**config.mk**
```make
export PLATFORM = sky130hd
export DESIGN_NAME = txcmd_interp
export DESIGN_NICKNAME = d
export VERILOG_FILES = /design/src/rtl/txcmd_pkg.sv /design/src/rtl/txcmd_ctrl.sv /design/src/rtl/txcmd_dp.sv /design/src/rtl/txcmd_interp.sv
export SDC_FILE = /design/constraint.sdc
export NUM_CORES = 1
export LEC_CHECK = 0
export CAP_MARGIN = 10
export CORE_ASPECT_RATIO = 1.25
export CORE_MARGIN = 2
export CORE_UTILIZATION = 51
export CTS_BUF_LIST = sky130_fd_sc_hd__clkbuf_4
export CTS_CLUSTER_SIZE = 8
export DETAILED_ROUTE_END_ITERATION = 8
export PLACE_DENSITY = 0.84
export SYNTH_ARGS = -nofsm -noshare
export SYNTH_HDL_FRONTEND = slang
export SYNTH_HIERARCHICAL = 1
export SYNTH_SLANG_ARGS = --single-unit
export TNS_END_PERCENT = 20
```
**constraint.sdc**
```tcl
create_clock -name clk -period 2.9 [get_ports clk]
set_input_delay 0.58 -clock clk [delete_from_list [all_inputs] [get_ports clk]]
set_output_delay 0.58 -clock clk [all_outputs]
set_load 0.03 [all_outputs]
```
**src/rtl/txcmd_pkg.sv**
```systemverilog
package txcmd_pkg;
  typedef enum logic [2:0] {
    ST_PASS,
    ST_LEAD,
    ST_CHAR,
    ST_COUNT,
    ST_REPEAT
  } state_e;

  typedef struct packed {
    logic capLead;
    logic capChar;
    logic capCount;
    logic sendRep;
  } strobe_t;
endpackage

```
**src/rtl/txcmd_ctrl.sv**
```systemverilog
module txcmd_ctrl
  import txcmd_pkg::*;
#(
  parameter int DATA_W = 8,
  parameter logic [DATA_W-1:0] CMD_CODE = 8'h80
) (
  input  logic              clk,
  input  logic              rstN,
  input  logic              cmdEn,
  input  logic [DATA_W-1:0] inData,
  input  logic              inValid,
  input  logic              outReady,
  input  logic              lastSend,
  input  logic              contDone,
  output logic              inReady,
  output logic              outValid,
  output logic              repSel,
  output strobe_t           strb
);
  state_e state, stateNext;
  logic   isCmd;

  assign isCmd = cmdEn && (inData == CMD_CODE);

  always_comb begin
    stateNext = state;
    inReady   = 1'b0;
    outValid  = 1'b0;
    repSel    = 1'b0;
    strb      = '0;
    case (state)
      ST_PASS: begin
        if (inValid && isCmd) begin
          inReady   = 1'b1;
          stateNext = ST_LEAD;
        end else begin
          outValid = inValid;
          inReady  = outReady;
        end
      end
      ST_LEAD: begin
        inReady = 1'b1;
        if (inValid) begin
          strb.capLead = 1'b1;
          stateNext    = ST_CHAR;
        end
      end
      ST_CHAR: begin
        inReady = 1'b1;
        if (inValid) begin
          strb.capChar = 1'b1;
          stateNext    = ST_COUNT;
        end
      end
      ST_COUNT: begin
        inReady = 1'b1;
        if (inValid) begin
          strb.capCount = 1'b1;
          stateNext     = ST_REPEAT;
        end
      end
      ST_REPEAT: begin
        outValid = 1'b1;
        repSel   = 1'b1;
        if (outReady) begin
          strb.sendRep = 1'b1;
          if (lastSend || contDone) stateNext = ST_PASS;
        end
      end
      default: stateNext = ST_PASS;
    endcase
  end

  always_ff @(posedge clk) begin
    if (!rstN) state <= ST_PASS;
    else       state <= stateNext;
  end

  // a stalled repeat keeps offering the character
  p_stall_hold_r9: assert property (@(posedge clk) disable iff (!rstN)
    (state == ST_REPEAT && !outReady) |=> (state == ST_REPEAT && outValid));

  // with detection disabled the parser never leaves pass-through
  p_disabled_pass_r3: assert property (@(posedge clk) disable iff (!rstN)
    (state == ST_PASS && !cmdEn) |=> (state == ST_PASS));
endmodule

```
**src/rtl/txcmd_dp.sv**
```systemverilog
module txcmd_dp
  import txcmd_pkg::*;
#(
  parameter int DATA_W   = 8,
  parameter int MIN_CONT = 3
) (
  input  logic              clk,
  input  logic              rstN,
  input  logic [DATA_W-1:0] inData,
  input  strobe_t           strb,
  input  logic              fifoNotEmpty,
  output logic [DATA_W-1:0] repChar,
  output logic              leadOut,
  output logic              lastSend,
  output logic              contDone
);
  localparam logic [DATA_W-1:0] LEAD_OFF = DATA_W'(0);
  localparam logic [DATA_W-1:0] LEAD_ON  = DATA_W'(1);
  localparam logic [DATA_W-1:0] MIN_M1   = DATA_W'(MIN_CONT - 1);

  logic              leadPendValid;
  logic              leadPendVal;
  logic [DATA_W-1:0] countReg;
  logic [DATA_W-1:0] sentCnt;
  logic [DATA_W:0]   nextCnt;
  logic              contMode;

  assign contMode = (countReg == '0);
  assign nextCnt  = {1'b0, sentCnt} + 1'b1;
  assign lastSend = !contMode && (nextCnt == {1'b0, countReg});
  assign contDone = contMode && (sentCnt >= MIN_M1) && fifoNotEmpty;

  always_ff @(posedge clk) begin
    if (!rstN) begin
      leadPendValid <= 1'b0;
      leadPendVal   <= 1'b0;
      repChar       <= '0;
      countReg      <= '0;
      sentCnt       <= '0;
      leadOut       <= 1'b0;
    end else begin
      if (strb.capLead) begin
        leadPendValid <= (inData == LEAD_OFF) || (inData == LEAD_ON);
        leadPendVal   <= (inData == LEAD_ON);
      end
      if (strb.capChar) repChar <= inData;
      if (strb.capCount) begin
        countReg <= inData;
        sentCnt  <= '0;
      end
      if (strb.sendRep) begin
        if (sentCnt == '0 && leadPendValid) leadOut <= leadPendVal;
        if (!(contMode && sentCnt >= MIN_M1)) sentCnt <= sentCnt + 1'b1;
      end
    end
  end

  // the lead moves only on an accepted repeat copy
  p_lead_hold_r4: assert property (@(posedge clk) disable iff (!rstN)
    !strb.sendRep |=> $stable(leadOut));

  // a counted burst never sends past its count
  p_sent_below_count_r6: assert property (@(posedge clk) disable iff (!rstN)
    (strb.sendRep && !contMode) |-> (sentCnt < countReg));
endmodule

```
**src/rtl/txcmd_interp.sv**
```systemverilog
module txcmd_interp
  import txcmd_pkg::*;
#(
  parameter int DATA_W   = 8,
  parameter int MIN_CONT = 3,
  parameter logic [DATA_W-1:0] CMD_CODE = 8'h80
) (
  input  logic              clk,
  input  logic              rstN,
  input  logic              cmdEn,
  input  logic [DATA_W-1:0] inData,
  input  logic              inValid,
  output logic              inReady,
  input  logic              fifoNotEmpty,
  output logic [DATA_W-1:0] outData,
  output logic              outValid,
  input  logic              outReady,
  output logic              leadOut
);
  strobe_t           strb;
  logic              repSel;
  logic              lastSend;
  logic              contDone;
  logic [DATA_W-1:0] repChar;

  txcmd_ctrl #(.DATA_W(DATA_W), .CMD_CODE(CMD_CODE)) u_ctrl (
    .clk(clk), .rstN(rstN), .cmdEn(cmdEn), .inData(inData),
    .inValid(inValid), .outReady(outReady), .lastSend(lastSend),
    .contDone(contDone), .inReady(inReady), .outValid(outValid),
    .repSel(repSel), .strb(strb)
  );

  txcmd_dp #(.DATA_W(DATA_W), .MIN_CONT(MIN_CONT)) u_dp (
    .clk(clk), .rstN(rstN), .inData(inData), .strb(strb),
    .fifoNotEmpty(fifoNotEmpty), .repChar(repChar), .leadOut(leadOut),
    .lastSend(lastSend), .contDone(contDone)
  );

  assign outData = repSel ? repChar : inData;

  // no FIFO byte is taken while a repeat copy is on offer
  p_no_take_in_repeat_r9: assert property (@(posedge clk) disable iff (!rstN)
    (repSel && outValid) |-> !inReady);
endmodule

```
==> metrics.csv, run 1 <==
stage,metric,value,unit
outcome,run_status,finished clean,
final_layout,final_common_cell,dfxtp_1,
sta,slew-limit-headroom,65.4,%
critical_path,crit_start,inData[2],
synth,ys_types,47,
critical_path,worstPathArrival,2230,ps
sta,hold_slack,490,ps
die,die-area,3940,um^2
critical_path,start_kind,input pin,
place,hpwl,2.86,mm
final_layout,final_cell_mix,"30 x dfxtp_1, 25 x nor2_1, 23 x clkdlybuf4s50_1",
die,initial_core_util,54.1,%
cts,clk_pin_slew,90,ps
die,chipWidth,56.5,um
sta,rsz0062_at_grt,no,
route,antenna_left,0,
grt,grt_max_degree,19,
route,vias,1494,
route,first_pass_iters,4,
synth,synth-edff-count,0,
critical_path,r2r_cells,9,
cts,cts_setup_buffers,0,
route,wirelength,3.82,mm
grt,grt-ovfl-total,0,
power_and_ir_drop,power_density,347,nW/um^2
synth,syn_inst,191,
cts,clockBufferDepth,2,
final_layout,final_cells,265,
cts,htreeDepth,2,
power_and_ir_drop,total_power,0.750,mW
place,portBuffers,24,
job,maxCapViolCount,0,
critical_path,cp-end-kind,primary output,
critical_path,cp_top_family,buffers and inverters,
cts,numCtsBuffers,5,
sta,max_freq,0.356,GHz
place,gp_congestion,0.840,
critical_path,crit_cells,5,
critical_path,crit_chain,"clkdlybuf4s50_1, nor4_4, nand4b_1, o211a_1, clkdlybuf4s50_1",
die,ios,25,
final_layout,drive_gt1_share,17.1,%
critical_path,crit_path_end,outValid,
grt,grt_pass1_vias,1447,
sta,final_hold_viol_count,0,
cts,cts_tree,built,
cts,cts_root_buf,clkbuf_4,
critical_path,cp_data_required_time,2320,ps
cts,ctsHoldBuffers,0,
sta,maxSlewViolCount,0,
synth,synth_fp_nets,208,
route,drt-initial-drc-count,34,
cts,clock_latency,340,ps
critical_path,crit_fanout,3,
die,die_y,69.6,um
synth,synth-async-reset-ratio,0,%
grt,grt.total_usage,21.2,%
die,fp-row-count,23,
critical_path,r2r-start,u_dp/sentCnt[0],
synth,yosysWarnings,6,
sta,min_period_over_period,96.9,%
synth,synth_area_per_cell,9.20,um^2
final_layout,multiInputGateArea,1100,um^2
synth,ys_seq_area_share,34.2,%
sta,setup_tns,0,ps
route,wl_per_cell,14.4,um
hold_path,hp-class,flop to flop,
power_and_ir_drop,p_leak,0.842,nW
critical_path,crit_buf_inv,2,
critical_path,slowest_delay,580,ps
sta,finalSetupViolCount,0,
route,vias_per_cell,5.64,
final_layout,ff_latch_area,601,um^2
grt,grt_pass1_wl,6.64,mm
final_layout,diodes,0,
synth,syn_area,1760,um^2
critical_path,worst-setup-path-type,input pin to primary output,
final_layout,postLayoutCoreUtil,66.5,%
synth,ys.flop_type,dfxtp_1,
critical_path,r2r_end,u_ctrl/state[2],
critical_path,rrSetupSlack,360,ps
cts,ctsResizeCount,0,
place,dpl.cell_count,257,
route,drt_drc_violations_left,0,
critical_path,critPathSlowestCell,clkdlybuf4s50_1,
final_layout,area_growth,23.1,%
synth,ys_seq_elements,30,
cts,cts_num_sinks,30,
final_layout,fin_nets,244,
hold_path,whs_path_depth,2,
die,coreArea,3250,um^2
sta,period_minus_slack,2810,ps
power_and_ir_drop,vdd_ir_drop_max,0.312,mV
grt,antenna_found_initial,0,
final_layout,fillers,275,
sta,fin_skew,11.0,ps
critical_path,cp_common_cell,clkdlybuf4s50_1,
sta,tightestPinTransition,519,ps
worst min path at each step:
stage                     slack (ps)          startpoint            endpoint
after detailed placement         480  u_dp/leadPendValid  u_dp/leadPendValid
final                            490  u_dp/leadPendValid  u_dp/leadPendValid
after floorplan                  430  u_dp/leadPendValid  u_dp/leadPendValid
after global routing             520    u_dp/leadPendVal    u_dp/leadPendVal
after CTS                        490  u_dp/leadPendValid  u_dp/leadPendValid
after global placement           450  u_dp/leadPendValid  u_dp/leadPendValid
per-layer routing:
layer / share of wire, % / track usage [%]
met5: 0 / 0
met4: 2.0 / 9.79
met3: 3.2 / 5.41
met2: 49 / 35.0
met1: 46 / 25.4
flip-flops by register name, summed over array words and instances (netlist names):
signal	flops
u_dp/repChar	8
u_ctrl/state	3
u_dp/leadPendValid	1
u_dp/sentCnt	8
u_dp/leadPendVal	1
u_dp/countReg	8
u_dp/leadOut	1
area by class of cell:
| class | count | share of cell area (%) |
|---|---|---|
| multi-input combinational | 147 | 50.9 |
| sequential | 30 | 27.8 |
| timing repair buffer | 38 | 15.8 |
| tap | 37 | 2.14 |
| clock buffer | 5 | 1.74 |
| inverter | 5 | 0.868 |
| clock inverter | 3 | 0.752 |
worst reg2reg max path: cells and delay by family, from the launching register on:
family                   cells  cell delay (ps)
AND/OR/NAND/NOR              5             1230
flip-flops                   1              480
adder cells (fa/ha/maj)      1              310
AO/OA/AOI/OAI                2              260
XOR/XNOR                     1              170
synthesized netlist by cell type (3+ instances only):
master	instances	share of area [%]
dfxtp_1	30	34
nor2_1	26	5.6
mux2i_1	20	11
nand2_1	10	2.1
mux2_4	8	6.8
nand3_1	7	2.0
a21oi_1	6	1.7
xnor2_1	6	3.0
xor2_1	6	3.0
and3_1	5	1.8
clkbuf_1	5	1.1
inv_1	5	1.1
nor3_1	5	1.4
o21ai_0	5	1.4
and2_1	3	1.1
ha_1	3	2.1
nand4_1	3	1.1
or3_1	3	1.1
or4_1	3	1.3
per-stage QoR:
| stage | setup slack (ps) | cell area [um^2] |
|---|---|---|
| after floorplan | 696 | 1760 |
| after global routing | 7.14 | 2160 |
| after CTS | 37.7 | 2160 |
| after detailed placement | 82.8 | 2110 |
| final | 90.1 | 2160 |
| after global placement | 94.5 | 2110 |
power breakdown:
| group | switching, mW | internal [mW] |
|---|---|---|
| Sequential | 0.0000593 | 0.412 |
| Combinational | 0.0448 | 0.0492 |
| Clock | 0.154 | 0.0900 |
| Total | 0.199 | 0.551 |
cells by family (layout without fill, tap and decap cells):
| family | Yosys count | count (layout) | share of synthesized area [%] |
|---|---|---|---|
| AND/OR/NAND/NOR | 80 | 80 | 25.5 |
| XOR/XNOR | 12 | 12 | 5.98 |
| AO/OA/AOI/OAI | 24 | 24 | 10.3 |
| flip-flops | 30 | 30 | 34.2 |
| adder cells (fa/ha/maj) | 3 | 3 | 2.14 |
| buffers and inverters | 14 | 51 | 3.70 |
| multiplexers | 28 | 28 | 18.2 |
Note: power is estimated with default switching activity, not from simulation.
==> run 2, diff against run 1 <==
--- a/config.mk
+++ b/config.mk
@@ -13,8 +13,9 @@
 export CTS_CLUSTER_SIZE = 8
 export DETAILED_ROUTE_END_ITERATION = 8
 export PLACE_DENSITY = 0.84
+export REMOVE_ABC_BUFFERS = 1
 export SYNTH_ARGS = -nofsm -noshare
 export SYNTH_HDL_FRONTEND = slang
 export SYNTH_HIERARCHICAL = 1
 export SYNTH_SLANG_ARGS = --single-unit
-export TNS_END_PERCENT = 20
+export TNS_END_PERCENT = 30
==> metrics.csv, run 2 (synthesis results as in run 1) <==
stage,metric,value,unit
critical_path,cp_common_cell,clkdlybuf4s50_1,
final_layout,diodes,0,
sta,tightestPinTransition,542,ps
sta,setup_tns,0,ps
route,first_pass_iters,4,
power_and_ir_drop,power_density,345,nW/um^2
sta,final_hold_viol_count,0,
hold_path,hp-class,flop to flop,
route,wl_per_cell,14.9,um
grt,grt.total_usage,21.6,%
critical_path,rrSetupSlack,360,ps
cts,cts_num_sinks,30,
cts,cts_tree,built,
cts,clock_latency,350,ps
die,coreArea,3250,um^2
final_layout,final_cells,264,
die,ios,25,
cts,cts_root_buf,clkbuf_4,
cts,htreeDepth,2,
final_layout,fillers,269,
final_layout,final_cell_mix,"30 x dfxtp_1, 26 x nor2_1, 20 x mux2i_1",
final_layout,fin_nets,243,
sta,slew-limit-headroom,63.9,%
job,maxCapViolCount,0,
die,fp-row-count,23,
cts,cts_setup_buffers,0,
critical_path,worst-setup-path-type,input pin to primary output,
cts,numCtsBuffers,5,
critical_path,cp_data_required_time,2320,ps
critical_path,critPathSlowestCell,clkdlybuf4s50_1,
grt,grt_pass1_wl,6.67,mm
grt,grt_pass1_vias,1442,
critical_path,cp_top_family,buffers and inverters,
grt,antenna_found_initial,0,
place,portBuffers,24,
place,dpl.cell_count,256,
critical_path,crit_buf_inv,2,
route,drt_drc_violations_left,0,
route,drt-initial-drc-count,49,
die,die_y,69.6,um
final_layout,final_common_cell,dfxtp_1,
outcome,run_status,finished clean,
power_and_ir_drop,p_leak,0.909,nW
sta,min_period_over_period,96.1,%
critical_path,crit_chain,"clkdlybuf4s50_1, nor4_4, nand4b_1, o211a_1, clkdlybuf4s50_1",
place,hpwl,2.94,mm
grt,grt-ovfl-total,0,
final_layout,drive_gt1_share,16.3,%
sta,period_minus_slack,2790,ps
die,initial_core_util,54.1,%
cts,clk_pin_slew,100,ps
sta,finalSetupViolCount,0,
route,vias,1513,
critical_path,slowest_delay,580,ps
critical_path,crit_fanout,3,
cts,clockBufferDepth,2,
route,vias_per_cell,5.73,
critical_path,start_kind,input pin,
critical_path,worstPathArrival,2210,ps
critical_path,cp-end-kind,primary output,
grt,grt_max_degree,18,
place,gp_congestion,0.859,
final_layout,top_regs,"u_dp/countReg: 8 flops, u_dp/repChar: 8 flops, u_dp/sentCnt: 8 flops",
route,wirelength,3.94,mm
final_layout,area_growth,23.6,%
die,chipWidth,56.5,um
sta,maxSlewViolCount,0,
sta,rsz0062_at_grt,no,
power_and_ir_drop,vdd_ir_drop_max,0.357,mV
sta,fin_skew,7.77,ps
die,die-area,3940,um^2
sta,max_freq,0.359,GHz
route,antenna_left,0,
run 2: layout make-up:
class	instances	area [um^2]	area share [%]
repair buffers	37	355	16.4
clock inverters	3	16.3	0.748
clock buffers	5	37.5	1.73
multi-input cells	147	1100	50.5
inverters	5	18.8	0.864
flip-flops and latches	30	601	27.6
well taps	37	46.3	2.13
run 2: worst min-delay path, cell delays in order (launching register included):
cell	delay (ps)
dfxtp_1	350
nor2_1	50
nor2_1	70
run 2: per-stage QoR:
| step | utilization (%) | power [mW] | instance area [um^2] | hold WS [ps] | setup slack [ps] |
|---|---|---|---|---|---|
| after floorplan | - | 0.460 | 1710 | 434 | 639 |
| after global placement | 64.6 | 0.514 | 2100 | 455 | 111 |
| after detailed placement | 64.6 | 0.514 | 2100 | 469 | 105 |
| after CTS | 66.2 | 0.757 | 2150 | 497 | 48.6 |
| after global routing | 66.8 | 0.776 | 2170 | 552 | 40.2 |
| final | 66.8 | 0.749 | 2170 | 500 | 113 |
run 2: path summary, 6_finish.rpt:
| kind | to | cells past startpoint | start |
|---|---|---|---|
| max | outValid | 5 | inData[2] |
| min | u_dp/leadPendValid | 2 | u_dp/leadPendValid |
| max reg2reg | u_ctrl/state[2] | 9 | u_dp/sentCnt[0] |
| min reg2reg | u_dp/leadPendValid | 2 | u_dp/leadPendValid |
run 2: report_power, final:
part | total [mW] | leakage [nW] | internal [mW] | switching (mW)
Sequential | 0.412 | 0.241 | 0.412 | 0.0000580
Combinational | 0.0921 | 0.639 | 0.0476 | 0.0445
Clock | 0.245 | 0.0286 | 0.0899 | 0.155
run 2: what timing repair did:
item,4_1_cts,5_1_grt
gates resized for setup,0,8
hold buffers,0,0
setup endpoints to repair,0,8
hold endpoints to repair,0,0
run 2: layer usage:
| metal | share of wire, % | track usage, % | vias to the layer above | wire, um |
|---|---|---|---|---|
| met5 | 0 | 0 | - | 0 |
| met1 | 43 | 25.2 | 714 | 1690 |
| li1 | - | - | 755 | - |
| met4 | 2.8 | 9.79 | 0 | 111 |
| met3 | 3.6 | 5.04 | 11 | 141 |
| met2 | 51 | 36.7 | 33 | 2000 |
==> run 3, diff against run 2 <==
==> constraint.sdc (replaced) <==
create_clock -name clk -period 2.9 [get_ports clk]
set_input_delay 0.435 -clock clk [delete_from_list [all_inputs] [get_ports clk]]
set_output_delay 0.435 -clock clk [all_outputs]
set_load 0.03 [all_outputs]
==> metrics.csv, run 3 (synthesis results as in run 1) <==
stage,metric,value,unit
outcome,run_status,finished clean,
sta,final_hold_viol_count,0,
final_layout,final_common_cell,dfxtp_1,
critical_path,crit_chain,"nor2_1, and2_2, mux2_4, clkdlybuf4s50_1",
place,portBuffers,24,
grt,grt_pass1_vias,1469,
cts,clockBufferDepth,2,
grt,grt_pass1_wl,6.82,mm
power_and_ir_drop,vdd_ir_drop_max,0.358,mV
sta,fin_skew,7.60,ps
final_layout,diodes,0,
sta,period_minus_slack,2720,ps
final_layout,postLayoutCoreUtil,65.2,%
grt,grt_max_degree,16,
critical_path,worst-setup-path-type,flop to primary output,
cts,cts_num_sinks,30,
critical_path,crit_fanout,8,
final_layout,drive_gt1_share,14.4,%
route,vias_per_cell,5.86,
grt,grt-ovfl-total,0,
critical_path,cp_data_required_time,2470,ps
power_and_ir_drop,switching_share,26.5,%
grt,antenna_found_initial,0,
power_and_ir_drop,p_clk_share,32.7,%
die,chipWidth,56.5,um
route,first_pass_iters,4,
grt,grt.total_usage,21.7,%
die,fp-row-count,23,
critical_path,start_kind,flop,
power_and_ir_drop,p_leak,0.811,nW
route,drt-initial-drc-count,59,
die,initial_core_util,54.1,%
sta,rsz0062_at_grt,no,
power_and_ir_drop,intPower,0.547,mW
critical_path,cp_top_family,simple AND/OR/NAND/NOR gates,
final_layout,fin_nets,238,
cts,cts_tree,built,
route,wl_per_cell,15.5,um
route,vias,1517,
sta,maxSlewViolCount,0,
final_layout,final_area,2120,um^2
critical_path,slowest_delay,600,ps
cts,numCtsBuffers,5,
critical_path,critPathSlowestCell,clkdlybuf4s50_1,
critical_path,worstPathArrival,2290,ps
die,die-area,3940,um^2
final_layout,final_cell_mix,"30 x dfxtp_1, 26 x nor2_1, 24 x clkdlybuf4s50_1",
critical_path,cp-end-kind,primary output,
place,gp_congestion,0.842,
cts,clk_pin_slew,90,ps
sta,setup_tns,0,ps
power_and_ir_drop,switchingPower,0.198,mW
route,drt_drc_violations_left,0,
cts,clock_latency,340,ps
power_and_ir_drop,power_frac_seq,55.3,%
die,ios,25,
die,coreArea,3250,um^2
place,post_dp_cell_area,2060,um^2
hold_path,hp-class,flop to flop,
cts,cts_root_buf,clkbuf_4,
sta,min_period_over_period,93.9,%
die,die_y,69.6,um
route,antenna_left,0,
final_layout,top_regs,"u_dp/countReg: 8 flops, u_dp/repChar: 8 flops, u_dp/sentCnt: 8 flops",
power_and_ir_drop,power_density,351,nW/um^2
sta,slew-limit-headroom,60.5,%
place,hpwl,2.97,mm
final_layout,area_growth,20.6,%
critical_path,crit_buf_inv,1,
power_and_ir_drop,combPwrFrac,12.0,%
job,maxCapViolCount,0,
sta,finalSetupViolCount,0,
sta,tightestPinTransition,592,ps
cts,htreeDepth,2,
sta,max_freq,0.367,GHz
route,wirelength,4.01,mm
[run 3: cell count changes in the layout (fill, tap and decap cells not counted), sizes merged]
cell           delta
buf               -6
dlymetal6s2s      -8
clkdlybuf4s50     +9
[run 3: what timing repair did]
item / in CTS / in global routing
gates resized for setup: 0 / 1
hold buffers: 0 / 0
setup buffers: 0 / 0
endpoints found under the setup margin: 0 / 8
[run 3: worst paths after layout]
kind	endpoint	from	cells past startpoint	slack, ps
min	u_dp/leadPendValid	u_dp/leadPendValid	2	490
min reg2reg	u_dp/leadPendValid	u_dp/leadPendValid	2	490
max	outData[2]	u_ctrl/state[1]	4	180
max reg2reg	u_ctrl/state[2]	u_dp/sentCnt[0]	9	320
[run 3: stage by stage]
stage / cells / hold slack, ps / power (mW) / worst slack (ps)
2_1_floorplan: 182 / 434 / 0.460 / 699
3_3_place_gp: 251 / 466 / 0.510 / 228
3_5_place_dp: 251 / 466 / 0.510 / 230
4_1_cts: 259 / 485 / 0.753 / 17.4
5_1_grt: 259 / 542 / 0.776 / 98.3
6_report: 259 / 489 / 0.745 / 178
[run 3: layout make-up]
class,count,area (um^2)
flip-flops and latches,30,601
well taps,37,46.3
fillers,244,1130
repair buffers,32,300
clock inverters,3,16.3
clock buffers,5,37.5
multi-input cells,147,1100
inverters,5,18.8
[run 3: layer usage]
layer | global-route usage, % | vias to the layer above | part of all wire [%]
li1 | - | 748 | -
met1 | 25.9 | 707 | 43
met2 | 36.2 | 54 | 50
met3 | 4.66 | 8 | 5.3
met4 | 10.3 | 0 | 1.7
met5 | 0 | - | 0
[run 3: power groups by stage]
stage,clock (mW),combinational [mW],sequential (mW)
after global routing,0.270,0.0944,0.412
after CTS,0.251,0.0896,0.412
after floorplan,0,0.0384,0.421
after detailed placement,0,0.0892,0.421
after global placement,0,0.0888,0.421
final,0.243,0.0896,0.412
[run 3: worst min-delay path, stage by stage, from the launching register on]
cell,delay [ps]
dfxtp_1,330
nor2_1,80
nor2_1,40
